<file path="src/rtl/baud_pkg.sv">
package baud_pkg;
  // Configuration word layout
  localparam int unsigned CFG_W     = 32;
  localparam int unsigned FIELD_LSB = 6;
  localparam int unsigned FIELD_W   = 15;
  // Fractional bits of the divider field (quarter-clock resolution)
  localparam int unsigned FRAC_W    = 2;
  // Oversample strobes per bit
  localparam int unsigned OVS       = 16;

  // Width of a period counter able to hold the longest period minus one
  function automatic int unsigned period_cnt_w(input int unsigned fw, input int unsigned frw);
    return fw - frw + 1;
  endfunction
endpackage

</file>
<file path="src/rtl/baud_divreg.sv">
module baud_divreg #(
  parameter int unsigned CFG_W     = baud_pkg::CFG_W,
  parameter int unsigned FIELD_LSB = baud_pkg::FIELD_LSB,
  parameter int unsigned FIELD_W   = baud_pkg::FIELD_W
) (
  input  logic               clk,
  input  logic               rst_n,
  input  logic               wr_i,
  input  logic [CFG_W-1:0]   wdata_i,
  output logic [FIELD_W-1:0] field_o,
  output logic [CFG_W-1:0]   rdata_o,
  output logic               restart_o
);
  localparam int unsigned FIELD_MSB = FIELD_LSB + FIELD_W - 1;

  logic [FIELD_W-1:0] field_q;

  always_ff @(posedge clk or negedge rst_n) begin
    if (!rst_n) begin
      field_q <= '0;
    end else if (wr_i) begin
      field_q <= wdata_i[FIELD_MSB:FIELD_LSB];
    end
  end

  // Unused low and high bits read back as zero
  always_comb begin
    rdata_o = '0;
    rdata_o[FIELD_MSB:FIELD_LSB] = field_q;
  end

  assign field_o   = field_q;
  assign restart_o = wr_i;
endmodule

</file>
<file path="src/rtl/baud_frac_stepper.sv">
module baud_frac_stepper #(
  parameter int unsigned FIELD_W = baud_pkg::FIELD_W,
  parameter int unsigned FRAC_W  = baud_pkg::FRAC_W
) (
  input  logic               clk,
  input  logic               rst_n,
  input  logic               run_i,
  input  logic               restart_i,
  input  logic [FIELD_W-1:0] field_i,
  output logic               strobe_o,
  output logic               tick_o
);
  localparam int unsigned WHOLE_W = FIELD_W - FRAC_W;
  localparam int unsigned CNT_W   = baud_pkg::period_cnt_w(FIELD_W, FRAC_W);

  logic [WHOLE_W-1:0] whole;
  logic               carry;
  logic [CNT_W-1:0]   cnt_q;
  logic [CNT_W-1:0]   last_c;
  logic               active;
  logic               strobe;

  assign whole  = field_i[FIELD_W-1:FRAC_W];
  assign active = run_i && !restart_i;
  // Period length is whole+1 (+1 on carry), so the last count is whole+carry
  assign last_c = CNT_W'(whole) + CNT_W'(carry);
  assign strobe = active && (cnt_q == last_c);

  generate
    if (FRAC_W > 0) begin : g_dither
      logic [FRAC_W-1:0] acc_q;
      logic [FRAC_W:0]   sum;

      assign sum   = {1'b0, acc_q} + {1'b0, field_i[FRAC_W-1:0]};
      assign carry = sum[FRAC_W];

      always_ff @(posedge clk or negedge rst_n) begin
        if (!rst_n) begin
          acc_q <= '0;
        end else if (!active) begin
          acc_q <= '0;
        end else if (strobe) begin
          acc_q <= sum[FRAC_W-1:0];
        end
      end
    end else begin : g_integer
      assign carry = 1'b0;
    end
  endgenerate

  always_ff @(posedge clk or negedge rst_n) begin
    if (!rst_n) begin
      cnt_q  <= '0;
      tick_o <= 1'b0;
    end else begin
      tick_o <= strobe;
      if (!active || strobe) begin
        cnt_q <= '0;
      end else begin
        cnt_q <= cnt_q + 1'b1;
      end
    end
  end

  assign strobe_o = strobe;
endmodule

</file>
<file path="src/rtl/baud_bit_counter.sv">
module baud_bit_counter #(
  parameter int unsigned OVS = baud_pkg::OVS
) (
  input  logic clk,
  input  logic rst_n,
  input  logic run_i,
  input  logic restart_i,
  input  logic strobe_i,
  output logic bit_tick_o
);
  localparam int unsigned BC_W = (OVS > 1) ? $clog2(OVS) : 1;
  localparam logic [BC_W-1:0] LAST = BC_W'(OVS - 1);

  logic [BC_W-1:0] bcnt_q;
  logic            wrap;

  assign wrap = strobe_i && (bcnt_q == LAST);

  always_ff @(posedge clk or negedge rst_n) begin
    if (!rst_n) begin
      bcnt_q     <= '0;
      bit_tick_o <= 1'b0;
    end else begin
      bit_tick_o <= wrap;
      if (!run_i || restart_i || wrap) begin
        bcnt_q <= '0;
      end else if (strobe_i) begin
        bcnt_q <= bcnt_q + 1'b1;
      end
    end
  end
endmodule

</file>
<file path="src/rtl/baud_frac_gen.sv">
module baud_frac_gen #(
  parameter int unsigned CFG_W     = baud_pkg::CFG_W,
  parameter int unsigned FIELD_LSB = baud_pkg::FIELD_LSB,
  parameter int unsigned FIELD_W   = baud_pkg::FIELD_W,
  parameter int unsigned FRAC_W    = baud_pkg::FRAC_W,
  parameter int unsigned OVS       = baud_pkg::OVS
) (
  input  logic             clk,
  input  logic             rst_n,
  input  logic             run_en,
  input  logic             cfg_wr,
  input  logic [CFG_W-1:0] cfg_wdata,
  output logic [CFG_W-1:0] cfg_rdata,
  output logic             os_tick,
  output logic             bit_tick
);
  logic [FIELD_W-1:0] field;
  logic               restart;
  logic               os_strobe;

  baud_divreg #(
    .CFG_W(CFG_W), .FIELD_LSB(FIELD_LSB), .FIELD_W(FIELD_W)
  ) u_divreg (
    .clk(clk), .rst_n(rst_n), .wr_i(cfg_wr), .wdata_i(cfg_wdata),
    .field_o(field), .rdata_o(cfg_rdata), .restart_o(restart)
  );

  baud_frac_stepper #(
    .FIELD_W(FIELD_W), .FRAC_W(FRAC_W)
  ) u_stepper (
    .clk(clk), .rst_n(rst_n), .run_i(run_en), .restart_i(restart),
    .field_i(field), .strobe_o(os_strobe), .tick_o(os_tick)
  );

  baud_bit_counter #(
    .OVS(OVS)
  ) u_bitcnt (
    .clk(clk), .rst_n(rst_n), .run_i(run_en), .restart_i(restart),
    .strobe_i(os_strobe), .bit_tick_o(bit_tick)
  );
endmodule

</file>
<file path="config.mk">
export PLATFORM = sky130hd
export DESIGN_NAME = baud_frac_gen
export DESIGN_NICKNAME = d
export VERILOG_FILES = /design/src/rtl/baud_pkg.sv /design/src/rtl/baud_divreg.sv /design/src/rtl/baud_frac_stepper.sv /design/src/rtl/baud_bit_counter.sv /design/src/rtl/baud_frac_gen.sv
export SDC_FILE = /design/constraint.sdc
export NUM_CORES = 1
export LEC_CHECK = 0
export BUFFER_PORTS_ARGS = -buffer_cell sky130_fd_sc_hd__buf_2
export CELL_PAD_IN_SITES_DETAIL_PLACEMENT = 1
export CELL_PAD_IN_SITES_GLOBAL_PLACEMENT = 1
export CORE_MARGIN = 1.5
export CORE_UTILIZATION = 35
export CTS_CLUSTER_DIAMETER = 30
export DETAILED_ROUTE_END_ITERATION = 10
export PLACE_DENSITY = 0.82
export SYNTH_ARGS = -nofsm -noshare
export SYNTH_HDL_FRONTEND = slang
export SYNTH_SLANG_ARGS = --single-unit
</file>
<file path="constraint.sdc">
create_clock -name clk -period 3.1 [get_ports clk]
set_input_delay 0.31 -clock clk [delete_from_list [all_inputs] [get_ports clk]]
set_output_delay 0.31 -clock clk [all_outputs]
set_load 0.02 [all_outputs]
</file>
Word level (Yosys, flattened, before mapping)
Cells that the tools add are included.
W data, S select, Z words.
Storage, ports and cells
  register bits after elaboration: 37
  latch bits: 0
  RAM bits: 0
  ROM bits: 0
  output and inout port bits: 34
  word-level logic and storage cells: 28
  memories kept: 0
Cells by class
  add/sub/neg operators: 4
  $mul: 0
  divide/modulo/power cells: 0
  order comparisons: 0
  equality and inequality tests: 3
  shift operators: 0
  muxes and demuxes: 5
  bitwise logic cells: 0
  reductions and logical operators: 10
Operators by type and width (number)
  $add A13 B1 Y14: 1
  $add A14 B1 Y14 const B: 1
  $eq A14 B14 Y1: 1
  $mux W14: 1
  $mux W4: 2
  $add A4 B1 Y4 const B: 1
  $eq A4 B4 Y1 const B: 1
  $mux W2: 2
  $add A2 B2 Y3: 1
  $logic_and A1 B1 Y1: 3
  $logic_not A1 Y1: 3
  $logic_or A1 B1 Y1: 3
  $ne A2 B1 Y1 const B: 1
  $reduce_bool A2 Y1: 1

Logic depth before layout (Yosys ltp)
Gate-level depths: netlist of run 1.
  word-level depth: 7
  mapped depth: 13

Cells and area by module
A second synthesis of run 1 with hierarchy kept.
Unflattened totals
  cells, all modules: 232
  area, all modules: 2364.8 um^2
Modules (own cells, without submodules)
  baud_frac_stepper: times used 1, cells an instance 143, area each 1265.0 um^2
  baud_divreg: times used 1, cells an instance 66, area each 864.6 um^2
  baud_bit_counter: times used 1, cells an instance 23, area each 235.2 um^2

Least setup slack after synthesis of run 1
OpenSTA, ideal clock, no wires.
  path type: reg2reg
  from: reg u_divreg.field_q[0], in the netlist u_divreg.field_o[0]
  to: reg u_stepper.cnt_q[10]
  setup time: 136 ps
  arrival: 3279 ps
  data required time: 2964 ps
  setup slack: -315 ps
  cell stages (with the launch flop): 14
  path buffers: 1
  period minus slack after synthesis: 3415 ps
  cell sequence: dfrtp_1 ha_1 inv_1 fa_1 inv_1 ha_1 ha_1 nand2_2 or3_1 a2111o_1 or4_4 nor3_4 buf_6 nor3_1
On the way
  word-level cells in the longest chain between the ends: 6
Ends and longest elaborated chain
  from (decl): RTL line baud_divreg.sv:16  | logic [FIELD_W-1:0] field_q;
  from (signal assigned): RTL line baud_divreg.sv:22  | field_q <= wdata_i[FIELD_MSB:FIELD_LSB];
  $add A2 B2 Y3: RTL line baud_frac_stepper.sv:34  | assign sum = {1'b0, acc_q} + {1'b0, field_i[FRAC_W-1:0]};
  $add A13 B1 Y14: RTL line baud_frac_stepper.sv:26  | assign last_c = CNT_W'(whole) + CNT_W'(carry);
  $eq A14 B14 Y1: RTL line baud_frac_stepper.sv:27  | assign strobe = active && (cnt_q == last_c);
  $logic_and A1 B1 Y1: RTL line baud_frac_stepper.sv:27
  $logic_or A1 B1 Y1: RTL line baud_frac_stepper.sv:57  | if (!active || strobe) begin
  $mux W14: RTL line baud_frac_stepper.sv:57
  to (signal assigned): RTL line baud_frac_stepper.sv:60  | cnt_q <= cnt_q + 1'b1;
  to (decl): RTL line baud_frac_stepper.sv:18  | logic [CNT_W-1:0] cnt_q;
Every way passes these cells.
A chain may end at the register's enable or synchronous reset.

Final worst setup path of run 1
  from: reg u_stepper.g_dither.acc_q[0]
  to: reg u_bitcnt.bcnt_q[0]
On the way
  word-level cells in the longest chain between the ends: 7
  elaborated cells on any way between the ends: 8
Ends and longest elaborated chain
  from (decl): RTL line baud_frac_stepper.sv:31  | logic [FRAC_W-1:0] acc_q;
  from (signal assigned): RTL line baud_frac_stepper.sv:43  | acc_q <= sum[FRAC_W-1:0];
  $add A2 B2 Y3 (*): RTL line baud_frac_stepper.sv:34
  $add A13 B1 Y14 (*): RTL line baud_frac_stepper.sv:26
  $eq A14 B14 Y1 (*): RTL line baud_frac_stepper.sv:27
  $logic_and A1 B1 Y1 (*): RTL line baud_frac_stepper.sv:27
  $logic_and A1 B1 Y1: RTL line baud_bit_counter.sv:17  | assign wrap = strobe_i && (bcnt_q == LAST);
  $logic_or A1 B1 Y1: RTL line baud_bit_counter.sv:25  | if (!run_i || restart_i || wrap) begin
  $mux W4 or $reduce_bool A2 Y1 (tied branches)
  to (signal assigned): RTL line baud_bit_counter.sv:28  | bcnt_q <= bcnt_q + 1'b1;
  to (decl): RTL line baud_bit_counter.sv:14  | logic [BC_W-1:0] bcnt_q;
Mark *: on every way between the ends. The rest lies on a longest branch, timed or not.

==> impl_metrics.py, run 1 <==
metrics = {
    "run_status": {
        "run_status": "finished with violations",
        "violations": "setup timing",
    },
    "place": {
        "hpwl_mm": 4.26,
        "gp_congestion": 0.811,
        "portBuffers": 35,
        "pre_cts_slack_ns": -0.150,
    },
    "sta": {
        "tightest_slew_ns": 0.853,
        "skew_ns": 0.00389,
        "fmax_mhz": 309,
        "setup_ws_ns": -0.134,
        "fin_crit_ns": 3.23,
        "finalHoldViolCount": 0,
        "rsz0062_at_grt": "yes",
        "fin_crit_sh": 1.04,
        "slew_headroom": 0.432,
        "finalMaxSlewViolations": 0,
        "setup_viol": 20,
    },
    "global_routing": {
        "grt_pass1_wl_mm": 10.3,
        "grt_usage": 0.184,
        "grt_start_max_net_pins": 38,
        "antenna_found_initial": 0,
        "grtUsageMet3": 0.0358,
        "grtUsageMet1": 0.233,
        "met2_usage": 0.324,
        "grt_pass1_vias": 2110,
        "busiest_layer": "met2",
        "grt.overflow.total": 0,
    },
    "clocking": {
        "numClockSinks": 37,
        "cts_tree": "built",
        "worstSkewPairLatency_ns": 0.29,
        "clkTransAtPathRegs_ns": 0.08,
        "root_buffer": "clkbuf_8",
        "clock_path_buffers": 2,
        "cts_hold_buf": 0,
        "cts_max_level": 2,
        "cts_inserted_buffers": 5,
    },
    "die": {
        "initial_core_util": 0.359,
        "dieWidth_um": 83.4,
        "io_pins": 70,
        "num_rows": 29,
        "die-area_sq_um": 6960,
        "die_h_um": 83.4,
        "core_sq_um": 6310,
    },
    "setup_path": {
        "reg2reg_slack_ns": -0.13,
        "crit_fanout": 5,
        "arrival_ns": 3.45,
        "worst_setup_path_start_kind": "register",
        "worstRegToRegCells": 13,
        "worst_setup_path_end_kind": "register",
        "cp.required_ns": 3.31,
        "crit_type": "register to register",
        "r2r_end": "u_bitcnt.bcnt_q[0]$_DFFE_PN0P_",
        "r2r_start": "u_stepper.g_dither.acc_q[0]$_DFFE_PN0N_",
    },
    "cells_and_area": {
        "layout.nets": 324,
        "drive_above_1_share": 0.357,
        "antenna_cells": 0,
        "seq_area_sq_um": 928,
        "n_fill_cell": 756,
        "multi_input_comb_area_sq_um": 1350,
        "area_growth_pct": 25.9,
        "postLayoutCoreUtil": 0.451,
    },
    "min_path": {
        "hold_class": "input pin to asynchronous set/reset pin",
    },
    "pwr": {
        "combPwrFrac": 0.166,
        "clock_power_share": 0.374,
        "vdd_ir_drop_max_uv": 281,
        "p_int_w": 0.000837,
        "pwr-share-seq": 0.460,
        "swShare": 0.289,
        "p_sw_w": 0.000340,
        "p_total_w": 0.00118,
        "p_per_area_nw_per_um2": 413,
        "power_leakage_nw": 1.27,
    },
    "synth": {
        "yosys_warnings": 0,
        "yosys-top-cells-area": "dfrtp_1, xor2_1, mux2_2",
        "synth_cells": 230,
        "yosysTopAreaCell": "dfrtp_1",
        "yosysUniqueCellTypes": 44,
        "async_reset_ff_frac": 1.00,
        "yosysTopAreaCellShare": 0.409,
        "ys.flop_type": "dfrtp_1",
        "synth-edff-count": 0,
        "syn_area_per_cell_sq_um": 9.84,
        "ys_seq_area_frac": 0.409,
        "synth_seq_cells": 37,
        "mappedNetlistArea_sq_um": 2260,
    },
    "detailed_routing": {
        "vias": 1911,
        "wl_per_cell_um": 17.7,
        "drt_iter0_drc": 76,
        "postRouteAntennaNets": 0,
        "routed_wl_mm": 6.35,
        "viasPerCell": 5.31,
        "remaining_drc_errors": 0,
        "dr.pass1.iters": 4,
    },
    "job": {
        "drv_cap": 0,
    },
}
==> cell usage after synthesis, types with 2 or more instances <==
master	count
and4_2	2
nor4_1	6
nor2_1	6
nand2b_1	2
buf_4	17
mux2_2	12
ha_1	5
nor2b_1	2
o21ai_0	8
dfrtp_1	37
clkbuf_1	3
or3_1	5
a311oi_1	2
xnor2_1	10
nor3_1	13
xor2_1	16
inv_1	8
nand3_1	8
a31o_2	2
and3_1	7
a31oi_1	5
mux2i_1	4
nand2_1	18
nand4_1	6
buf_1	3
a21oi_1	4
a211oi_1	2
==> per-layer routing <==
layer  vias up  share of wire
met5         -              0
met4         0          0.013
met3        10          0.037
met2        59           0.50
met1       950           0.45
li1        892              -
==> through the flow <==
step | hold WS (ns) | cells | cell area (sq um) | TNS, ns
3_5_place_dp | 0.471 | 345 | 2580 | -1.54
2_1_floorplan | 0.0144 | 246 | 2380 | -2.07
4_1_cts | 0.154 | 358 | 2800 | -1.95
3_3_place_gp | 0.455 | 345 | 2580 | -0.415
5_1_grt | 0.193 | 360 | 2850 | -3.72
6_report | 0.120 | 360 | 2850 | -1.67
==> cells in the final DEF (no fill, tap or decap), drive strengths merged, types with 7 or more instances in the layout <==
cell,count
o21ai,8
mux2,12
and3,8
nand3,8
xor2,16
xnor2,10
conb,17
inv,8
nor3,14
buf,53
clkbuf,7
nand2,19
dfrtp,37
==> state kept, by name (all words and copies together), names as in the netlist <==
signal                    cells
u_stepper.g_dither.acc_q      2
u_bitcnt.bit_tick_o           1
u_bitcnt.bcnt_q               4
u_divreg.field_o             15
u_stepper.cnt_q              14
u_stepper.tick_o              1
==> area by class of cell <==
cell class              count  share of cell area
clock inverters             1              0.0105
multi-input cells         177               0.474
flip-flops and latches     37               0.326
inverters                   8              0.0105
repair buffers             53               0.115
well taps                  77              0.0338
clock buffers               7              0.0303
==> kinds of logic after synthesis <==
family / synth area share
compound gates: 0.0829
fa+ha+maj: 0.0365
xor+xnor: 0.101
buf+inv: 0.0846
other cells: 0.00166
mux: 0.0774
simple gates: 0.207
flops: 0.409
==> power groups by stage <==
stage	combinational, W	sequential [W]	clock, W
6_report	0.000195	0.000542	0.000440
5_1_grt	0.000213	0.000546	0.000466
4_1_cts	0.000190	0.000541	0.000449
3_5_place_dp	0.000182	0.000550	0
3_3_place_gp	0.000175	0.000548	0
2_1_floorplan	0.000110	0.000565	0
==> how the worst max path moves through the flow <==
stage                                                 start                              to  slack, ns
global placement    u_stepper.g_dither.acc_q[0]$_DFFE_PN0N_  u_bitcnt.bcnt_q[1]$_DFFE_PN0P_      -0.07
global route        u_stepper.g_dither.acc_q[0]$_DFFE_PN0N_  u_bitcnt.bcnt_q[0]$_DFFE_PN0P_      -0.23
CTS                 u_stepper.g_dither.acc_q[0]$_DFFE_PN0N_  u_bitcnt.bcnt_q[0]$_DFFE_PN0P_      -0.14
floorplan                   u_divreg.field_o[0]$_DFFE_PN0P_   u_stepper.cnt_q[10]$_DFF_PN0_      -0.17
finish              u_stepper.g_dither.acc_q[0]$_DFFE_PN0N_  u_bitcnt.bcnt_q[0]$_DFFE_PN0P_      -0.13
detailed placement  u_stepper.g_dither.acc_q[0]$_DFFE_PN0N_  u_bitcnt.bcnt_q[0]$_DFFE_PN0P_      -0.15
==> critical path: stages, from the launching register on <==
cell and delay, ns:
dfrtp_1 0.41, ha_4 0.15, inv_2 0.03, fa_2 0.33, inv_2 0.08, ha_4 0.13
ha_4 0.14, nand2_4 0.04, or3_4 0.36, a2111o_1 0.39, or4_4 0.46, nor3_4 0.27
buf_12 0.16, mux2i_2 0.20
==> timing repair <==
item / 4_1_cts / 5_1_grt
buffers inserted: 4 / 4
endpoints found under the setup margin: 20 / 22
gates cloned: 1 / 0
pin swaps: 4 / 2
gates resized for setup: 8 / 12
No activity file was read; power rests on OpenSTA's default activity.
==> run 2: changes to the inputs <==
- SKIP_CTS_REPAIR_TIMING: default -> 1
- SLEW_MARGIN: default -> 10
==> impl_metrics.py, run 2 (synthesized netlist as in run 1, its figures left out) <==
metrics = {
    "run_status": {
        "run_status": "finished with violations",
        "violations": "setup timing",
    },
    "setup_path": {
        "r2r_end": "u_bitcnt.bcnt_q[0]$_DFFE_PN0P_",
        "crit_buf_inv": 3,
        "worst_setup_path_start_kind": "register",
        "worstRegToRegCells": 13,
        "cpMostUsedCell": "ha_4",
        "arrival_ns": 3.52,
        "crit_fanout": 5,
        "crit_family": "simple AND/OR/NAND/NOR gates",
        "crit_type": "register to register",
        "reg2reg_slack_ns": -0.20,
        "r2r_start": "u_stepper.g_dither.acc_q[0]$_DFFE_PN0N_",
        "cp.required_ns": 3.32,
        "worst_setup_path_end_kind": "register",
        "cp_slowest_cell": "or4_4",
        "crit_chain": "ha_4 > inv_2 > fa_2 > inv_2 > ha_4 > ha_4 > nand2_4 > or3_4 > a2111o_1 > or4_4 > nor3_4 > buf_12 > mux2i_2",
        "crit_path_max_incr_delay_ns": 0.47,
    },
    "detailed_routing": {
        "remaining_drc_errors": 0,
        "postRouteAntennaNets": 0,
        "routed_wl_mm": 6.25,
        "viasPerCell": 5.37,
        "drt_iter0_drc": 90,
        "dr.pass1.iters": 4,
        "vias": 1917,
        "wl_per_cell_um": 17.5,
    },
    "clocking": {
        "worstSkewPairLatency_ns": 0.30,
        "cts_inserted_buffers": 5,
        "clock_path_buffers": 2,
        "clkTransAtPathRegs_ns": 0.07,
        "numClockSinks": 37,
        "root_buffer": "clkbuf_8",
        "cts_max_level": 2,
        "cts_tree": "built",
    },
    "place": {
        "pre_cts_slack_ns": -0.150,
        "portBuffers": 35,
        "hpwl_mm": 4.26,
        "place_area_sq_um": 2580,
        "gp_congestion": 0.811,
    },
    "global_routing": {
        "grt_pass1_wl_mm": 9.96,
        "grt_pass1_vias": 2077,
        "grt_usage": 0.178,
        "grt.overflow.total": 0,
        "antenna_found_initial": 0,
        "grt_start_max_net_pins": 38,
    },
    "die": {
        "core_sq_um": 6310,
        "dieWidth_um": 83.4,
        "num_rows": 29,
        "die_h_um": 83.4,
        "die-area_sq_um": 6960,
        "initial_core_util": 0.359,
        "io_pins": 70,
    },
    "sta": {
        "setup_ws_ns": -0.198,
        "fin_crit_ns": 3.30,
        "fin_crit_sh": 1.06,
        "fin_tns_setup_ns": -2.89,
        "rsz0062_at_grt": "yes",
        "slew_headroom": 0.430,
        "finalMaxSlewViolations": 0,
        "finalHoldViolCount": 0,
        "fmax_mhz": 303,
        "hold_slack_ns": 0.116,
        "setup_viol": 20,
        "tightest_slew_ns": 0.855,
        "skew_ns": 0.00563,
    },
    "pwr": {
        "p_per_area_nw_per_um2": 422,
        "vdd_ir_drop_max_uv": 311,
        "power_leakage_nw": 1.25,
    },
    "job": {
        "drv_cap": 0,
    },
    "min_path": {
        "hold_class": "input pin to asynchronous set/reset pin",
    },
    "cells_and_area": {
        "antenna_cells": 0,
        "largest_register_ffs": 15,
        "area_growth_pct": 23.4,
        "layout.nets": 321,
        "mostFrequentLayoutCells": "buf_2, dfrtp_1, nand2_1",
        "postLayoutCoreUtil": 0.442,
        "finalInstanceArea_sq_um": 2790,
        "drive_above_1_share": 0.332,
    },
}
[run 2: cell types whose count changed in the layout (fill, tap and decap cells not counted), moves of 2 or more]
cell	change
nor4_4	-2
nor4_2	-2
nor4_1	+4
buf_4	-3
[run 2: cell type report]
class | instances | area [sq um]
fill | 760 | 3520
multi-input combinational | 177 | 1300
sequential | 37 | 928
timing repair buffer | 50 | 318
tap | 77 | 96.3
clock buffer | 7 | 86.3
clock inverter | 1 | 30.0
inverter | 8 | 30.0
[run 2: per-stage QoR]
stage | power (W) | cells
2_1_floorplan | 0.000674 | 246
3_3_place_gp | 0.000723 | 345
3_5_place_dp | 0.000732 | 345
4_1_cts | 0.00117 | 353
5_1_grt | 0.00122 | 357
6_report | 0.00118 | 357
[run 2: report_power, final]
part	internal, W	switching (W)	total [W]
clock	0.000262	0.000182	0.000445
combinational	0.0000713	0.000119	0.000190
sequential	0.000503	0.0000390	0.000542
total	0.000837	0.000340	0.00118
[run 2: worst max-delay path by stage]
stage	slack, ns	depth (start not counted)	startpoint	to
6_report	-0.20	13	u_stepper.g_dither.acc_q[0]$_DFFE_PN0N_	u_bitcnt.bcnt_q[0]$_DFFE_PN0P_
5_1_grt	-0.30	13	u_stepper.g_dither.acc_q[0]$_DFFE_PN0N_	u_bitcnt.bcnt_q[1]$_DFFE_PN0P_
4_1_cts	-0.17	13	u_stepper.g_dither.acc_q[0]$_DFFE_PN0N_	u_bitcnt.bcnt_q[0]$_DFFE_PN0P_
3_5_place_dp	-0.15	13	u_stepper.g_dither.acc_q[0]$_DFFE_PN0N_	u_bitcnt.bcnt_q[0]$_DFFE_PN0P_
3_3_place_gp	-0.07	13	u_stepper.g_dither.acc_q[0]$_DFFE_PN0N_	u_bitcnt.bcnt_q[1]$_DFFE_PN0P_
2_1_floorplan	-0.17	13	u_divreg.field_o[0]$_DFFE_PN0P_	u_stepper.cnt_q[10]$_DFF_PN0_
[run 2: per-layer routing]
| layer | vias up | track usage | part of all wire | wire length, um |
|---|---|---|---|---|
| met3 | 8 | 0.0408 | 0.032 | 202 |
| met2 | 42 | 0.314 | 0.52 | 3270 |
| li1 | 887 | - | - | - |
| met5 | - | 0 | 0 | 0 |
| met1 | 980 | 0.220 | 0.43 | 2680 |
| met4 | 0 | 0.0462 | 0.015 | 96 |
==> run 3: changes to the inputs <==
- SETUP_SLACK_MARGIN: default -> 0.15
==> impl_metrics.py, run 3 (synthesized netlist as in run 1, its figures left out) <==
metrics = {
    "run_status": {
        "run_status": "finished with violations",
        "violations": "setup timing",
    },
    "clocking": {
        "root_buffer": "clkbuf_8",
        "cts_tree": "built",
        "numClockSinks": 37,
        "cts_max_level": 2,
        "worstSkewPairLatency_ns": 0.30,
        "clock_path_buffers": 2,
        "cts_inserted_buffers": 5,
        "clkTransAtPathRegs_ns": 0.07,
    },
    "die": {
        "initial_core_util": 0.359,
        "die-area_sq_um": 6960,
        "core_sq_um": 6310,
        "die_h_um": 83.4,
        "dieWidth_um": 83.4,
        "io_pins": 70,
        "num_rows": 29,
    },
    "setup_path": {
        "reg2reg_slack_ns": -0.20,
        "worst_setup_path_start_kind": "register",
        "critPathLaunch": "u_stepper.g_dither.acc_q[0]$_DFFE_PN0N_",
        "crit_path_max_incr_delay_ns": 0.47,
        "cp.required_ns": 3.32,
        "worstRegToRegCells": 13,
        "crit_chain": "ha_4 > inv_2 > fa_2 > inv_2 > ha_4 > ha_4 > nand2_4 > or3_4 > a2111o_1 > or4_4 > nor3_4 > buf_12 > mux2i_2",
        "crit_type": "register to register",
        "r2r_end": "u_bitcnt.bcnt_q[0]$_DFFE_PN0P_",
        "worst_setup_path_end_kind": "register",
        "crit_fanout": 5,
        "r2r_start": "u_stepper.g_dither.acc_q[0]$_DFFE_PN0N_",
        "crit_end": "u_bitcnt.bcnt_q[0]$_DFFE_PN0P_",
        "cp_slowest_cell": "or4_4",
        "arrival_ns": 3.51,
        "cpMostUsedCell": "ha_4",
    },
    "cells_and_area": {
        "antenna_cells": 0,
        "postLayoutCoreUtil": 0.442,
        "multi_input_comb_area_sq_um": 1300,
        "drive_above_1_share": 0.332,
        "mostFrequentLayoutCells": "buf_2, dfrtp_1, nand2_1",
        "area_growth_pct": 23.4,
        "seq_area_sq_um": 928,
        "largest_register_ffs": 15,
        "layout.nets": 321,
        "n_fill_cell": 760,
    },
    "sta": {
        "fmax_mhz": 303,
        "setup_ws_ns": -0.197,
        "slew_headroom": 0.429,
        "fin_crit_sh": 1.06,
        "fin_tns_setup_ns": -2.83,
        "skew_ns": 0.00492,
        "finalHoldViolCount": 0,
        "fin_crit_ns": 3.30,
        "tightest_slew_ns": 0.856,
        "rsz0062_at_grt": "yes",
        "setup_viol": 20,
        "hold_slack_ns": 0.118,
        "finalMaxSlewViolations": 0,
    },
    "min_path": {
        "hold_class": "input pin to asynchronous set/reset pin",
    },
    "detailed_routing": {
        "drt_iter0_drc": 90,
        "routed_wl_mm": 6.24,
        "route.met3.wl_um": 199,
        "wl_per_cell_um": 17.5,
        "vias": 1920,
        "dr_wl_met2_mm": 3.28,
        "wl_met1_mm": 2.66,
        "viasPerCell": 5.38,
        "dr.pass1.iters": 4,
        "top_layer": "met4",
        "remaining_drc_errors": 0,
        "postRouteAntennaNets": 0,
    },
    "global_routing": {
        "grt_usage": 0.178,
        "antenna_found_initial": 0,
        "grt_pass1_vias": 2077,
        "grt_start_max_net_pins": 38,
        "grt.overflow.total": 0,
        "grt_pass1_wl_mm": 9.96,
    },
    "pwr": {
        "p_total_w": 0.00118,
        "vdd_ir_drop_max_uv": 310,
        "p_per_area_nw_per_um2": 421,
        "power_leakage_nw": 1.25,
    },
    "place": {
        "gp_congestion": 0.811,
        "portBuffers": 35,
        "hpwl_mm": 4.26,
    },
    "job": {
        "drv_cap": 0,
    },
}
## run 3: cell counts in the layout (fill, tap and decap cells not counted)
No cell type changed its count.
## run 3: cell type report
type                       instances  area share
clock buffer                       7      0.0309
clock inverter                     1      0.0108
inverter                           8      0.0108
multi-input combinational        177       0.467
sequential                        37       0.332
tap                               77      0.0345
timing repair buffer              50       0.114
## run 3: stage by stage
step | setup slack, ns | instances | instance area [sq um]
after floorplan | -0.169 | 246 | 2380
after global placement | -0.0673 | 345 | 2580
after detailed placement | -0.150 | 345 | 2580
after CTS | -0.174 | 353 | 2700
after global routing | -0.296 | 357 | 2790
final | -0.197 | 357 | 2790
## run 3: worst max-delay path, delay by kind of cell, from the launching register on
kind / cells / cell delay [ns]
AO/OA/AOI/OAI: 1 / 0.39
buffers and inverters: 3 / 0.27
multiplexers: 1 / 0.20
adder cells (fa/ha/maj): 4 / 0.75
flip-flops: 1 / 0.40
AND/OR/NAND/NOR: 4 / 1.20
## run 3: where the power goes
part	total (W)	internal [W]	switching, W
registers	0.000542	0.000503	0.0000390
logic	0.000190	0.0000713	0.000119
clock network	0.000444	0.000262	0.000181
## run 3: worst min-delay path by stage
stage / start / endpoint / cells past startpoint
2_1_floorplan: rst_n / u_bitcnt.bcnt_q[0]$_DFFE_PN0P_ / 0
3_3_place_gp: rst_n / u_bitcnt.bit_tick_o$_DFF_PN0_ / 1
3_5_place_dp: rst_n / u_bitcnt.bcnt_q[2]$_DFFE_PN0P_ / 1
4_1_cts: rst_n / u_stepper.cnt_q[12]$_DFF_PN0_ / 1
5_1_grt: rst_n / u_bitcnt.bcnt_q[2]$_DFFE_PN0P_ / 1
6_report: rst_n / u_bitcnt.bit_tick_o$_DFF_PN0_ / 1
## run 3: layer usage
| layer | vias to the layer above | GRT usage |
|---|---|---|
| li1 | 887 | - |
| met1 | 982 | 0.220 |
| met4 | 0 | 0.0462 |
| met2 | 43 | 0.314 |
| met3 | 8 | 0.0408 |
| met5 | - | 0 |
